<file path="src/rtl/cfg_spi_pkg.sv">
package cfg_spi_pkg;
  localparam int unsigned BYTE_W      = 8;
  localparam int unsigned FRAME_BITS  = 2 * BYTE_W;
  localparam int unsigned ADDR_W      = 5;
  localparam int unsigned STRAP_SLOTS = 3;
  localparam int unsigned STRAP_W     = STRAP_SLOTS * BYTE_W;

  localparam logic [2:0] OP_RD = 3'b110;
  localparam logic [2:0] OP_WR = 3'b100;

  typedef logic [BYTE_W-1:0] byte_t;

  typedef struct packed {
    logic [2:0]        op;
    logic [ADDR_W-1:0] addr;
  } cmd_t;

  // reset value of a register that does not come from a strap
  function automatic byte_t fixed_default(int unsigned idx);
    case (idx)
      0:       return 8'h48;
      1:       return 8'h8F;
      2:       return 8'hF0;
      5:       return 8'h82;
      default: return 8'h00;
    endcase
  endfunction

  // strap byte that feeds a register, or -1 for a fixed default
  function automatic int strap_slot(int unsigned idx);
    case (idx)
      4:       return 0;
      8:       return 1;
      9:       return 2;
      default: return -1;
    endcase
  endfunction
endpackage

</file>
<file path="src/rtl/cfg_spi_sync.sv">
module cfg_spi_sync #(
  parameter int unsigned WIDTH            = 3,
  parameter int unsigned STAGES           = 2,
  parameter logic [WIDTH-1:0] RESET_VAL   = '0
) (
  input  logic             clk,
  input  logic             rst_n,
  input  logic [WIDTH-1:0] d_i,
  output logic [WIDTH-1:0] q_o
);
  for (genvar b = 0; b < WIDTH; b++) begin : g_bit
    logic [STAGES-1:0] stg_q;
    logic [STAGES-1:0] stg_d;

    assign stg_d = {stg_q[STAGES-2:0], d_i[b]};

    always_ff @(posedge clk or negedge rst_n) begin
      if (!rst_n) stg_q <= {STAGES{RESET_VAL[b]}};
      else        stg_q <= stg_d;
    end

    assign q_o[b] = stg_q[STAGES-1];
  end
endmodule

</file>
<file path="src/rtl/cfg_spi_frame.sv">
module cfg_spi_frame
  import cfg_spi_pkg::*;
#(
  parameter int unsigned NUM_REGS = 11
) (
  input  logic              clk,
  input  logic              rst_n,
  input  logic              ss_act_i,
  input  logic              sck_rise_i,
  input  logic              sck_fall_i,
  input  logic              mosi_i,
  input  byte_t             rd_data_i,
  output logic [ADDR_W-1:0] rd_addr_o,
  output logic              wr_en_o,
  output logic [ADDR_W-1:0] wr_addr_o,
  output byte_t             wr_data_o,
  output logic              miso_o
);
  localparam int unsigned CNT_W = $clog2(FRAME_BITS + 1);
  localparam logic [CNT_W-1:0] CNT_CMD  = CNT_W'(BYTE_W - 1);
  localparam logic [CNT_W-1:0] CNT_LAST = CNT_W'(FRAME_BITS - 1);
  localparam logic [CNT_W-1:0] CNT_FULL = CNT_W'(FRAME_BITS);

  logic [CNT_W-1:0]  cnt_q, cnt_d;
  logic [BYTE_W-2:0] sh_q, sh_d;
  cmd_t              cmd_q, cmd_d;
  byte_t             tx_q, tx_d;
  logic              miso_q, miso_d;
  logic              wr_en_q, wr_en_d;
  logic [ADDR_W-1:0] wr_addr_q, wr_addr_d;
  byte_t             wr_data_q, wr_data_d;

  byte_t byte_in;
  cmd_t  cmd_in;
  logic  frame_full;

  function automatic logic addr_ok(logic [ADDR_W-1:0] a);
    return 32'(a) < 32'(NUM_REGS);
  endfunction

  assign byte_in    = {sh_q, mosi_i};
  assign cmd_in     = cmd_t'(byte_in);
  assign frame_full = (cnt_q == CNT_FULL);
  assign rd_addr_o  = cmd_in.addr;

  always_comb begin
    cnt_d     = cnt_q;
    sh_d      = sh_q;
    cmd_d     = cmd_q;
    tx_d      = tx_q;
    miso_d    = miso_q;
    wr_en_d   = 1'b0;
    wr_addr_d = wr_addr_q;
    wr_data_d = wr_data_q;
    if (!ss_act_i) begin
      cnt_d  = '0;
      sh_d   = '0;
      tx_d   = '0;
      miso_d = 1'b0;
    end else begin
      if (sck_rise_i && !frame_full) begin
        sh_d  = byte_in[BYTE_W-2:0];
        cnt_d = cnt_q + 1'b1;
        if (cnt_q == CNT_CMD) begin
          cmd_d = cmd_in;
          tx_d  = (cmd_in.op == OP_RD && addr_ok(cmd_in.addr)) ? rd_data_i : '0;
        end
        if (cnt_q == CNT_LAST && cmd_q.op == OP_WR && addr_ok(cmd_q.addr)) begin
          wr_en_d   = 1'b1;
          wr_addr_d = cmd_q.addr;
          wr_data_d = byte_in;
        end
      end
      if (sck_fall_i) begin
        miso_d = tx_q[BYTE_W-1];
        tx_d   = {tx_q[BYTE_W-2:0], 1'b0};
      end
    end
  end

  always_ff @(posedge clk or negedge rst_n) begin
    if (!rst_n) begin
      cnt_q     <= '0;
      sh_q      <= '0;
      cmd_q     <= cmd_t'('0);
      tx_q      <= '0;
      miso_q    <= 1'b0;
      wr_en_q   <= 1'b0;
      wr_addr_q <= '0;
      wr_data_q <= '0;
    end else begin
      cnt_q     <= cnt_d;
      sh_q      <= sh_d;
      cmd_q     <= cmd_d;
      tx_q      <= tx_d;
      miso_q    <= miso_d;
      wr_en_q   <= wr_en_d;
      wr_addr_q <= wr_addr_d;
      wr_data_q <= wr_data_d;
    end
  end

  assign wr_en_o   = wr_en_q;
  assign wr_addr_o = wr_addr_q;
  assign wr_data_o = wr_data_q;
  assign miso_o    = miso_q;
endmodule

</file>
<file path="src/rtl/cfg_spi_bank.sv">
module cfg_spi_bank
  import cfg_spi_pkg::*;
#(
  parameter int unsigned NUM_REGS = 11
) (
  input  logic                       clk,
  input  logic                       rst_n,
  input  logic [STRAP_W-1:0]         strap_i,
  input  logic                       wr_en_i,
  input  logic [ADDR_W-1:0]          wr_addr_i,
  input  byte_t                      wr_data_i,
  input  logic [ADDR_W-1:0]          rd_addr_i,
  output byte_t                      rd_data_o,
  output logic [NUM_REGS*BYTE_W-1:0] regs_o
);
  logic                       init_q;
  logic [NUM_REGS*BYTE_W-1:0] bank_flat;

  // one-cycle window after reset release in which strap bytes load
  always_ff @(posedge clk or negedge rst_n) begin
    if (!rst_n) init_q <= 1'b1;
    else        init_q <= 1'b0;
  end

  for (genvar g = 0; g < NUM_REGS; g++) begin : g_reg
    localparam int SLOT = strap_slot(g);
    byte_t q, d;
    logic  hit;

    assign hit = wr_en_i && (32'(wr_addr_i) == 32'(g));

    if (SLOT >= 0) begin : g_strap
      always_comb begin
        d = q;
        if (init_q) d = strap_i[SLOT*BYTE_W +: BYTE_W];
        if (hit)    d = wr_data_i;
      end
      always_ff @(posedge clk or negedge rst_n) begin
        if (!rst_n) q <= '0;
        else        q <= d;
      end
    end else begin : g_fixed
      always_comb begin
        d = q;
        if (hit) d = wr_data_i;
      end
      always_ff @(posedge clk or negedge rst_n) begin
        if (!rst_n) q <= fixed_default(g);
        else        q <= d;
      end
    end

    assign bank_flat[g*BYTE_W +: BYTE_W] = q;
  end

  always_comb begin
    rd_data_o = '0;
    for (int i = 0; i < NUM_REGS; i++) begin
      if (32'(rd_addr_i) == 32'(i)) rd_data_o = bank_flat[i*BYTE_W +: BYTE_W];
    end
  end

  assign regs_o = bank_flat;
endmodule

</file>
<file path="src/rtl/cfg_spi_regbank.sv">
module cfg_spi_regbank
  import cfg_spi_pkg::*;
#(
  parameter int unsigned NUM_REGS    = 11,
  parameter int unsigned SYNC_STAGES = 2
) (
  input  logic                       clk,
  input  logic                       rst_n,
  input  logic [STRAP_W-1:0]         strap_def_i,
  input  logic                       sck_i,
  input  logic                       ss_n_i,
  input  logic                       mosi_i,
  output logic                       miso_o,
  output logic                       miso_oe_o,
  output logic [NUM_REGS*BYTE_W-1:0] regs_o
);
  localparam int unsigned PIN_SCK  = 0;
  localparam int unsigned PIN_SS   = 1;
  localparam int unsigned PIN_MOSI = 2;

  logic [2:0]        pins_s;
  logic              sck_prev_q;
  logic              sck_rise, sck_fall, ss_act;
  logic              miso_q;
  logic [ADDR_W-1:0] rd_addr;
  byte_t             rd_data;
  logic              wr_en;
  logic [ADDR_W-1:0] wr_addr;
  byte_t             wr_data;

  cfg_spi_sync #(
    .WIDTH     (3),
    .STAGES    (SYNC_STAGES),
    .RESET_VAL (3'b010)
  ) u_sync (
    .clk   (clk),
    .rst_n (rst_n),
    .d_i   ({mosi_i, ss_n_i, sck_i}),
    .q_o   (pins_s)
  );

  always_ff @(posedge clk or negedge rst_n) begin
    if (!rst_n) sck_prev_q <= 1'b0;
    else        sck_prev_q <= pins_s[PIN_SCK];
  end

  assign sck_rise = pins_s[PIN_SCK] & ~sck_prev_q;
  assign sck_fall = ~pins_s[PIN_SCK] & sck_prev_q;
  assign ss_act   = ~pins_s[PIN_SS];

  cfg_spi_frame #(.NUM_REGS(NUM_REGS)) u_frame (
    .clk        (clk),
    .rst_n      (rst_n),
    .ss_act_i   (ss_act),
    .sck_rise_i (sck_rise),
    .sck_fall_i (sck_fall),
    .mosi_i     (pins_s[PIN_MOSI]),
    .rd_data_i  (rd_data),
    .rd_addr_o  (rd_addr),
    .wr_en_o    (wr_en),
    .wr_addr_o  (wr_addr),
    .wr_data_o  (wr_data),
    .miso_o     (miso_q)
  );

  cfg_spi_bank #(.NUM_REGS(NUM_REGS)) u_bank (
    .clk       (clk),
    .rst_n     (rst_n),
    .strap_i   (strap_def_i),
    .wr_en_i   (wr_en),
    .wr_addr_i (wr_addr),
    .wr_data_i (wr_data),
    .rd_addr_i (rd_addr),
    .rd_data_o (rd_data),
    .regs_o    (regs_o)
  );

  assign miso_oe_o = ss_act;
  assign miso_o    = miso_q & ss_act;
endmodule

</file>
<file path="config.mk">
export PLATFORM = sky130hd
export DESIGN_NAME = cfg_spi_regbank
export DESIGN_NICKNAME = d
export VERILOG_FILES = /design/src/rtl/cfg_spi_pkg.sv /design/src/rtl/cfg_spi_sync.sv /design/src/rtl/cfg_spi_frame.sv /design/src/rtl/cfg_spi_bank.sv /design/src/rtl/cfg_spi_regbank.sv
export SDC_FILE = /design/constraint.sdc
export NUM_CORES = 1
export LEC_CHECK = 0
export ABC_AREA = 1
export BUFFER_PORTS_ARGS = -buffer_cell sky130_fd_sc_hd__buf_2
export CAP_MARGIN = 30
export CORE_MARGIN = 3
export CORE_UTILIZATION = 61
export DETAILED_ROUTE_END_ITERATION = 10
export GPL_TIMING_DRIVEN = 0
export PLACE_DENSITY = 0.86
export SETUP_SLACK_MARGIN = 0.1
export SKIP_LAST_GASP = 1
export SLEW_MARGIN = 20
export SYNTH_ARGS = -nofsm -noshare
export SYNTH_HDL_FRONTEND = slang
export SYNTH_HIERARCHICAL = 1
export SYNTH_SLANG_ARGS = --single-unit
</file>
<file path="constraint.sdc">
create_clock -name clk -period 3.2 [get_ports clk]
set_input_delay 0.32 -clock clk [delete_from_list [all_inputs] [get_ports clk]]
set_output_delay 0.32 -clock clk [all_outputs]
set_load 0.02 [all_outputs]
</file>
* Word level (Yosys, flattened, before mapping)
Index checks and enable logic that the tools add are counted.
** Cells by class
- Mux-type cells :: 31
- Equality and inequality tests :: 25
- Reductions and logical operators :: 28
- Bitwise gates (word level) :: 6
- Order comparisons :: 2
- $add $sub $neg :: 1
** Operator list (number)
- 2-to-1 mux 8 bit :: 22
- == test 5 x 3 -> 1 bit (second input constant) :: 9
- == test 5 x 4 -> 1 bit (second input constant) :: 7
- == test 5 x 2 -> 1 bit (second input constant) :: 4
- logical AND 1 bit :: 15
- 2-to-1 mux 7 bit :: 2
- == test 5 x 1 -> 1 bit (second input constant) :: 2
- zero test 5 bit :: 2
- < comparator 5 x 4 -> 1 bit (second input constant) :: 2
- 2-to-1 mux 5 bit :: 2
- nonzero test 2 bit :: 5
- == test 3 bit (second input constant) :: 2
- AND reduction 3 bit :: 2
- nonzero test 3 bit :: 2
- adder 5 x 1 -> 5 bit (second input constant) :: 1
- == test 5 bit (second input constant) :: 1
- 2-to-1 mux 1 bit :: 5
- AND 1 bit :: 3
- inverter 1 bit :: 3
- AND reduction 2 bit :: 1
- zero test 1 bit :: 1
** Storage, ports and cells
- Input port bits :: 29
- Register bits :: 139

* Logic depth before layout (Yosys ltp)
Gate-level depths: netlist of run 1.
- Depth in word-level cells :: 17
- Mapped depth :: 16
- Depth with buffers taken out :: 14

* Hierarchy
Netlist of run 1, hierarchy kept.
** Modules (own cells, without submodules)
- cfg_spi_bank :: cells each 523, seq. area each 2244.7 µm², instances 1, area an instance 4609.4 µm²
- cfg_spi_frame :: cells each 246, seq. area each 1076.0 µm², instances 1, area an instance 2088.3 µm²
- cfg_spi_sync :: cells each 9, seq. area each 152.6 µm², instances 1, area an instance 175.2 µm²
- cfg_spi_regbank :: cells each 8, seq. area each 25.0 µm², instances 1, area an instance 51.3 µm²

* Least setup slack after synthesis of run 1
OpenSTA, ideal clock, no wires.
- Path kind :: register to register
- From :: register u_frame.sh_q[2]
- To :: register u_frame.tx_q[6]
- Cell stages (with the launch flop) :: 16
- Clock period less this slack :: 1.755 ns
- Arrival :: 1.690 ns
- Data required time :: 3.135 ns
- Setup slack :: 1.445 ns
- Cells stage by stage :: dfrtp_1 > buf_4 > nor2_1 > nand2_4 > nor2_4 > buf_6 > a21oi_1 > nand4_1 > nand2_1 > nand4_1 > inv_1 > nor2_1 > nand3_1 > nand2_1 > nand2_1 > nand2_1
** Between the ends
- Cells in the longest elaborated chain, start to end :: 17
- Elaborated cells between the ends (all ways) :: 29
- Those cells by class :: 1 x order compare; 10 x eq/ne; 16 x mux; 2 x reduce/logical
** RTL lines
- from (decl) :: line cfg_spi_frame.sv:25 : logic [BYTE_W-2:0] sh_q, sh_d;
- from (signal assigned) :: line cfg_spi_frame.sv:84 : sh_q <= '0;
- from (signal assigned) :: line cfg_spi_frame.sv:93 : sh_q <= sh_d;
- zero test 5 bit :: line cfg_spi_bank.sv:59 : if (32'(rd_addr_i) == 32'(i)) rd_data_o = bank_flat[i*BYTE_W +: BYTE_W];
- 2-to-1 mux 8 bit (10 in series) :: line cfg_spi_bank.sv:59
- 2-to-1 mux 8 bit (*) :: line cfg_spi_bank.sv:59
- named net rd_data[6] :: line cfg_spi_regbank.sv:26 : byte_t rd_data;
- 2-to-1 mux 8 bit (*) :: line cfg_spi_frame.sv:66 : tx_d = (cmd_in.op == OP_RD && addr_ok(cmd_in.addr)) ? rd_data_i : '0;
- 2-to-1 mux 8 bit (*) :: line cfg_spi_frame.sv:64 : if (cnt_q == CNT_CMD) begin
- 2-to-1 mux 8 bit (*) :: line cfg_spi_frame.sv:61 : if (sck_rise_i && !frame_full) begin
- 2-to-1 mux 8 bit (*) :: line cfg_spi_frame.sv:74 : if (sck_fall_i) begin
- 2-to-1 mux 8 bit (*) :: line cfg_spi_frame.sv:55 : if (!ss_act_i) begin
- to (signal assigned) :: line cfg_spi_frame.sv:95 : tx_q <= tx_d;
- to (decl) :: line cfg_spi_frame.sv:27 : byte_t tx_q, tx_d;
The timed path passes the listed nets; every way through them passes the cells marked *. The select of a mux whose other input is x is not followed.
A chain may end at the register's enable or synchronous reset.

* Final worst setup path of run 1
- From :: register u_sync.g_bit[2].stg_q[1]
- To :: register u_frame.tx_q[5]
** Between the ends
- Cells in the longest elaborated chain, start to end :: 17
- Elaborated cells between the ends (all ways) :: 29
- Those cells by class :: 1 x order compare; 10 x eq/ne; 16 x mux; 2 x reduce/logical
** RTL lines
- from (decl) :: line cfg_spi_sync.sv:12 : logic [STAGES-1:0] stg_q;
- from (signal assigned) :: line cfg_spi_sync.sv:18 : if (!rst_n) stg_q <= {STAGES{RESET_VAL[b]}};
- from (signal assigned) :: line cfg_spi_sync.sv:19 : else stg_q <= stg_d;
- zero test 5 bit :: line cfg_spi_bank.sv:59
- 2-to-1 mux 8 bit (10 in series) :: line cfg_spi_bank.sv:59
- 2-to-1 mux 8 bit (*) :: line cfg_spi_bank.sv:59
- named net rd_data[5] :: line cfg_spi_regbank.sv:26
- 2-to-1 mux 8 bit (*) :: line cfg_spi_frame.sv:66
- 2-to-1 mux 8 bit (*) :: line cfg_spi_frame.sv:64
- 2-to-1 mux 8 bit (*) :: line cfg_spi_frame.sv:61
- 2-to-1 mux 8 bit (*) :: line cfg_spi_frame.sv:74
- 2-to-1 mux 8 bit (*) :: line cfg_spi_frame.sv:55
Marks and branches as above.

==> results.toml, run 1 <==
[status]
status = "finished clean"

[floorplan]
core_sq_um = 10980
die_w_microns = 112.5
rows = 38
start_util = 0.6304
io_pins = 119
dieArea_sq_um = 12670
die-height_microns = 112.5

[cells_and_area]
fillers = 734
nets = 959
area_growth_pct = 20.36
multi_input_area_sq_um = 2869
final_util = 0.7588
register_area_sq_um = 3498
num_antenna_cells = 0
instances_no_fill = 1080
drive_gt1_frac = 0.3064
fin_area_sq_um = 8334

[synth]
synth_top_family_by_area = "simple AND/OR/NAND/NOR gates"
ys_async_sr_fraction = 1.000
synth_ff_type = "dfrtp_1"
synth-adder-area-share = 0.005421
synth_seq_cells = 139
synth_nets = 818
synth.most_common_cell = "nand2_1"
ys_top_cells_by_area = "dfrtp_1 44%, nand2_1 12%, dfstp_2 6.1%"
ys.warnings.count = 6
syn_area_per_cell_sq_um = 8.809
syn_area_sq_um = 6924
synthTopCellsByCount = "216 x nand2_1, 123 x dfrtp_1, 77 x nand3_1"
synth_top_area_frac = 0.4445
synth_simple_gate_area_frac = 0.2748
yosysUniqueCellTypes = 38
synth_mux_area_frac = 0
synthCells = 786
synth_xor_area_frac = 0.002530
synth_edf_count = 0
synth-compound-area-share = 0.1310
synth-seq-area-share = 0.5052
synth_top_area_cell = "dfrtp_1"

[global_route]
overflow = 0
grt_antenna_before_repair = 0
grt_pass1_wl_mm = 30.62
grt_max_degree = 81
grt_util_all_layers = 0.3114
grt_pass1_vias = 5927

[pwr]
p_leak_nw = 4.013
pwr_density_cell_nw_per_um2 = 481.0
ir_drop_v = 0.0006250

[sta]
post-route-period-util = 0.7091
skew_ns = 0.007292
slew_headroom = 0.3185
hold_viol_final = 0
maxSlewViolCount = 0
setup_violations = 0
tightest_slew_ns = 1.022
fmax_ghz = 0.4407
rsz0062_at_grt = "no"
setup_ws_ns = 0.9308
min_period_ns = 2.269

[critical_path]
slowest_stage = "nor2_1"
worst-setup-path-type = "flip-flop to flip-flop"
crit_path_start_kind = "flip-flop"
cpMostUsedCell = "nand2_1"
critPathRequiredTime_ns = 3.55
crit_fanout = 9
worstSetupEndpointType = "flip-flop"
path_delay_family = "simple AND/OR/NAND/NOR gates"
critPathMaxStageDelay_ns = 0.54
path_buf_inv = 4
path_cells = "buf_4 > buf_4 > nor2_4 > inv_2 > nor2_1 > nand2_1 > nand4_1 > inv_1 > nor2_1 > nand3_1 > nand2_1 > nand2_1 > nand2_1"
cp.arrival_ns = 2.62

[clock_tree]
clock_latency_ns = 0.42
clk_pin_slew_ns = 0.06
cts_root_buf = "clkbuf_16"
htreeDepth = 4
cts_buffers = 17
cts.sinks = 139
cts_tree = "yes"
cts_setup_buffers = 0
clockBufferDepth = 2

[placement]
placed_cell_area_sq_um = 7727
io_buffers = 118
dp_slack_ns = 0.9864
dpl.cell_count = 1045
dp_hpwl_mm = 13.35
gp_congestion = 0.9551

[drt]
drt_pass1_iterations = 5
drt_iter0_markers = 757
vias_per_cell = 5.786
drcViolationCount = 0
drt_wl_total_mm = 19.30
ant_nets = 0
vias = 6249
wl_per_cell_microns = 17.87

[flow_run]
drv_cap = 0

[worst_hold_path]
hold_path_class = "input pin to flip-flop"
logic make-up (layout without fill, tap and decap cells):
family	count (synthesis)	in the layout
DFF	139	139
xor gates and xnor gates	2	2
other	1	1
AOI/OAI and AO/OA	118	118
adders and majority gates	3	3
buffers and inverters	117	271
and+or+nand+nor	406	406
path summary, 6_finish.rpt:
path,from,depth (start not counted),end,slack (ns)
setup / recovery,u_sync/g_bit[2].stg_q[1]$_DFF_PN0_,13,u_frame/tx_q[5]$_DFFE_PN0P_,0.93
hold / removal,sck_i,1,u_sync/g_bit[0].stg_q[0]$_DFF_PN0_,0.01
setup reg to reg,u_sync/g_bit[2].stg_q[1]$_DFF_PN0_,13,u_frame/tx_q[5]$_DFFE_PN0P_,0.93
hold reg to reg,u_sync/g_bit[2].stg_q[0]$_DFF_PN0_,0,u_sync/g_bit[2].stg_q[1]$_DFF_PN0_,0.35
max in group asynchronous,rst_n,3,u_sync/g_bit[1].stg_q[1]$_DFF_PN1_,2.02
min in group asynchronous,rst_n,2,u_bank/g_reg[0].q[1]$_DFFE_PN0P_,0.41
worst register-to-register path, cell delays in order (launching register included):
cell     delay [ns]
dfrtp_1        0.36
buf_4          0.15
buf_4          0.17
nor2_4         0.23
inv_2          0.07
nor2_1         0.54
nand2_1        0.12
nand4_1        0.16
inv_1          0.05
nor2_1         0.08
nand3_1        0.08
nand2_1        0.09
nand2_1        0.05
nand2_1        0.07
registers in the layout, summed over array words and instances, names as in the netlist, 5 cells and up:
signal              count
u_frame/wr_data_o       8
u_sync/g_bit.stg_q      6
u_frame/cnt_q           5
u_frame/wr_addr_o       5
u_bank/g.q             88
u_frame/sh_q            7
u_frame/cmd_q           8
u_frame/tx_q            8
final cells by class:
cell class,instances,area share
repair buffers,122,0.07897
well taps,140,0.02102
plain buffers,47,0.03408
clock buffers,18,0.05149
inverters,70,0.03273
flip-flops and latches,139,0.4198
multi-input cells,530,0.3442
clock inverters,14,0.01772
what timing repair did:
| item | in CTS | in global routing |
|---|---|---|
| hold endpoints to repair | 57 | 1 |
| gates resized for setup | 0 | 0 |
| hold buffers | 2 | 1 |
layout by cell type (no fill, tap or decap), drive strengths merged:
cell           n
bufinv         2
ha             3
o21ai         77
nand3         78
a21oi          8
clkbuf        31
nor2          55
nand2        227
conb           1
dlygate4sd3    3
o21bai         1
a22o           1
buf          153
clkinv         6
xnor2          1
xor2           1
inv           71
dfrtp        123
o22ai          6
nand4         43
clkinvlp       5
a21boi         1
nor3           3
dfstp         16
o211ai        24
power by group:
group	total [mW]	switching [mW]	internal [mW]	leakage, nW
clock network	1.92	0.770	1.15	0.268
logic	0.261	0.172	0.0888	1.92
registers	1.83	0.0349	1.80	1.83
metal layers:
layer  track usage  up-vias  part of all wire
met5             0        -                 0
met4        0.1378        0             0.042
met3       0.07062       71             0.089
met2        0.4889      338              0.47
li1              -     2894                 -
met1        0.4167     2946              0.40
through the flow:
stage	hold WS [ns]	total power, mW	setup TNS [ns]
2_1_floorplan	0.02441	1.996	0
3_3_place_gp	0.3332	2.106	-1.043
3_5_place_dp	0.2765	2.116	0
4_1_cts	0.0001058	4.021	0
5_1_grt	0.002003	4.124	0
6_report	0.01225	4.009	0
No activity file was read; power rests on OpenSTA's default activity.
==> run 2: changes to the inputs <==
--- a/config.mk
+++ b/config.mk
@@ -5,14 +5,14 @@
 export SDC_FILE = /design/constraint.sdc
 export NUM_CORES = 1
 export LEC_CHECK = 0
-export ABC_AREA = 1
+export ABC_AREA = 0
 export BUFFER_PORTS_ARGS = -buffer_cell sky130_fd_sc_hd__buf_2
 export CAP_MARGIN = 30
 export CORE_MARGIN = 3
-export CORE_UTILIZATION = 61
+export CORE_UTILIZATION = 56
 export DETAILED_ROUTE_END_ITERATION = 10
 export GPL_TIMING_DRIVEN = 0
-export PLACE_DENSITY = 0.86
+export PLACE_DENSITY = 0.8
 export SETUP_SLACK_MARGIN = 0.1
 export SKIP_LAST_GASP = 1
 export SLEW_MARGIN = 20
==> constraint.sdc (replaced) <==
create_clock -name clk -period 2.4 [get_ports clk]
set_input_delay 0.24 -clock clk [delete_from_list [all_inputs] [get_ports clk]]
set_output_delay 0.24 -clock clk [all_outputs]
set_load 0.02 [all_outputs]
==> run 2 against run 1 <==
  * Fmax shrank 2.5%
  * Final area rose by 3.5%
  * Area after synthesis shrank 2.9%
  * Sequential cell count did not move
  * Total power is 43% higher
  * Die area up 5.5%
  * Register-to-register slack lost 0.86 ns
  * Setup slack got worse by 0.86 ns
  * Combinational power grew 64%
  * Via count down 12%
  * Clock skew up 0.0022 ns
  * Critical path type unchanged
  * Largest cell class unchanged
  * Largest power group unchanged
==> results.toml, run 2 <==
[status]
status = "finished clean"

[global_route]
grt_pass1_wl_mm = 31.06
grt_pass1_vias = 5439
overflow = 0
grt_max_degree = 75
grt_antenna_before_repair = 0
grt_util_all_layers = 0.3124

[placement]
dp_slack_ns = -0.3638
io_buffers = 118
dpl.cell_count = 832
dp_hpwl_mm = 14.22
gp_congestion = 0.9483

[sta]
hold_viol_final = 0
skew_ns = 0.009478
maxSlewViolCount = 0
rsz0062_at_grt = "yes"
slew_headroom = 0.4233
min_period_ns = 2.327
setup_violations = 0
setup_ws_ns = 0.07295
fmax_ghz = 0.4297
tightest_slew_ns = 0.8650
post-route-period-util = 0.9696

[critical_path]
cp.arrival_ns = 2.68
r2r_start = "u_frame/sh_q[2]$_DFFE_PN0P_"
crit_fanout = 5
crit_path_start_kind = "flip-flop"
worstSetupEndpointType = "flip-flop"
rrSetupSlack_ns = 0.07
worst_r2r_endpoint = "u_frame/tx_q[3]$_DFFE_PN0P_"
worst-setup-path-type = "flip-flop to flip-flop"
r2r_cells = 10
critPathRequiredTime_ns = 2.76

[synth]
synth_xor_area_frac = 0.003908
synth_seq_cells = 139
synth-adder-area-share = 0.005582
ys_async_sr_fraction = 1.000
synth-compound-area-share = 0.1236
syn_area_per_cell_sq_um = 11.80
synth_simple_gate_area_frac = 0.1180
synth_edf_count = 0
synth.most_common_cell = "dfrtp_1"
synthCells = 570
synth_top_family_by_area = "multiplexers"
synth_ff_type = "dfrtp_1"
synth_nets = 602
ys.warnings.count = 6
synth-seq-area-share = 0.5203
ys_top_cells_by_area = "dfrtp_1 46%, mux2_2 14%, dfstp_2 6.3%"
syn_area_sq_um = 6724
synthTopCellsByCount = "123 x dfrtp_1, 81 x mux2_2, 35 x nor2_1"
synth_top_area_cell = "dfrtp_1"
synth_mux_area_frac = 0.1952
yosysUniqueCellTypes = 68
synth_top_area_frac = 0.4578

[pwr]
power_mw = 5.748
p_leak_nw = 4.277
pwr_density_cell_nw_per_um2 = 666.3
ir_drop_v = 0.0005638

[drt]
drt_iter0_markers = 440
vias = 5490
drcViolationCount = 0
vias_per_cell = 6.189
drt_wl_total_mm = 20.07
drt_pass1_iterations = 6
ant_nets = 0
wl_per_cell_microns = 22.62

[cells_and_area]
layout_common_cells = "119 x buf_2, 119 x dfrtp_1, 81 x mux2_2"
area_growth_pct = 28.28
drive_gt1_frac = 0.4570
largest_register = "u_bank/g.q"
instances_no_fill = 887
num_antenna_cells = 0
largest_reg_flops = 88
nets = 763

[worst_hold_path]
hold_path_class = "input pin to flip-flop"
hold_path.startpoint = "strap_def_i[16]"
holdPathEnd = "u_bank/g_reg[9].q[0]$_DFFE_PN0P_"
hold_depth = 3

[clock_tree]
cts.sinks = 139
clock_latency_ns = 0.42
cts_root_buf = "clkbuf_16"
clockBufferDepth = 2
cts_buffers = 17
htreeDepth = 4
clk_pin_slew_ns = 0.06
cts_tree = "yes"

[floorplan]
core_sq_um = 11560
start_util = 0.5814
die_w_microns = 115.6
dieArea_sq_um = 13360
io_pins = 119
rows = 39
die-height_microns = 115.6

[flow_run]
drv_cap = 0
-- run 2: metrics by stage --
stage               instance area, sq um  setup TNS [ns]  utilization  hold slack [ns]
floorplan                           6724               0            -         -0.05559
global placement                    7493          -81.80       0.6480           0.3337
detailed placement                  7531          -2.085       0.6512           0.2162
CTS                                 8418               0       0.7279           0.1143
global route                        8626        -0.02007       0.7459           0.1312
finish                              8626               0       0.7459           0.1218
-- run 2: cell families after synthesis --
group / after synthesis
AOI/OAI and AO/OA: 118
other: 1
DFF: 139
buffers and inverters: 44
xor gates and xnor gates: 3
muxes: 117
adders and majority gates: 3
and+or+nand+nor: 145
-- run 2: worst max-delay path, cell delays in order (launching register included) --
cell and delay, ns:
dfrtp_2 0.44, buf_6 0.13, or3_4 0.36, buf_6 0.14, nor3_4 0.22, buf_4 0.16, nand2_1 0.05, a32oi_2 0.26
o221a_1 0.25, a22o_1 0.13, a22o_1 0.12
-- run 2: per-layer routing --
metal / GRT usage / up-vias / wire, microns
met5: 0 / - / 0
li1: - / 2395 / -
met2: 0.4834 / 289 / 9355
met3: 0.06997 / 48 / 1618
met1: 0.4382 / 2758 / 8530
met4: 0.1095 / 0 / 563
-- run 2: power breakdown --
group | leakage [nW] | internal [mW] | switching (mW)
clock | 0.306 | 1.84 | 1.03
combinational | 2.16 | 0.168 | 0.259
sequential | 1.81 | 2.40 | 0.0490
total | 4.28 | 4.41 | 1.34
-- run 2: final cells by class --
type	instances	area [sq um]
flip-flops and latches	139	3503
multi-input cells	387	3172
fillers	788	2939
repair buffers	144	833.3
clock buffers	17	425.4
plain buffers	36	264.0
clock inverters	15	221.5
well taps	143	178.9
inverters	6	27.53
-- run 2: repair_timing --
item,4_1_cts,5_1_grt
hold endpoints to repair,56,0
pin swaps,10,20
hold buffers,4,0
endpoints found under the setup margin,8,8
buffers inserted,10,11
gates resized for setup,41,32
gates cloned,0,0
-- run 2: how the worst max path moves through the flow --
stage / start / to / slack [ns] / cells after the start
after global placement: rst_n / u_sync/g_bit[2].stg_q[0]$_DFF_PN0_ / -0.66 / 1
after floorplan: u_sync/g_bit[2].stg_q[1]$_DFF_PN0_ / u_frame/tx_q[5]$_DFFE_PN0P_ / 0.20 / 10
after CTS: u_frame/sh_q[2]$_DFFE_PN0P_ / u_frame/tx_q[6]$_DFFE_PN0P_ / 0.03 / 8
final: u_frame/sh_q[2]$_DFFE_PN0P_ / u_frame/tx_q[3]$_DFFE_PN0P_ / 0.07 / 10
after detailed placement: u_frame/sh_q[1]$_DFFE_PN0P_ / u_frame/tx_q[4]$_DFFE_PN0P_ / -0.36 / 9
after global routing: u_sync/g_bit[2].stg_q[1]$_DFF_PN0_ / u_frame/tx_q[0]$_DFFE_PN0P_ / -0.01 / 11
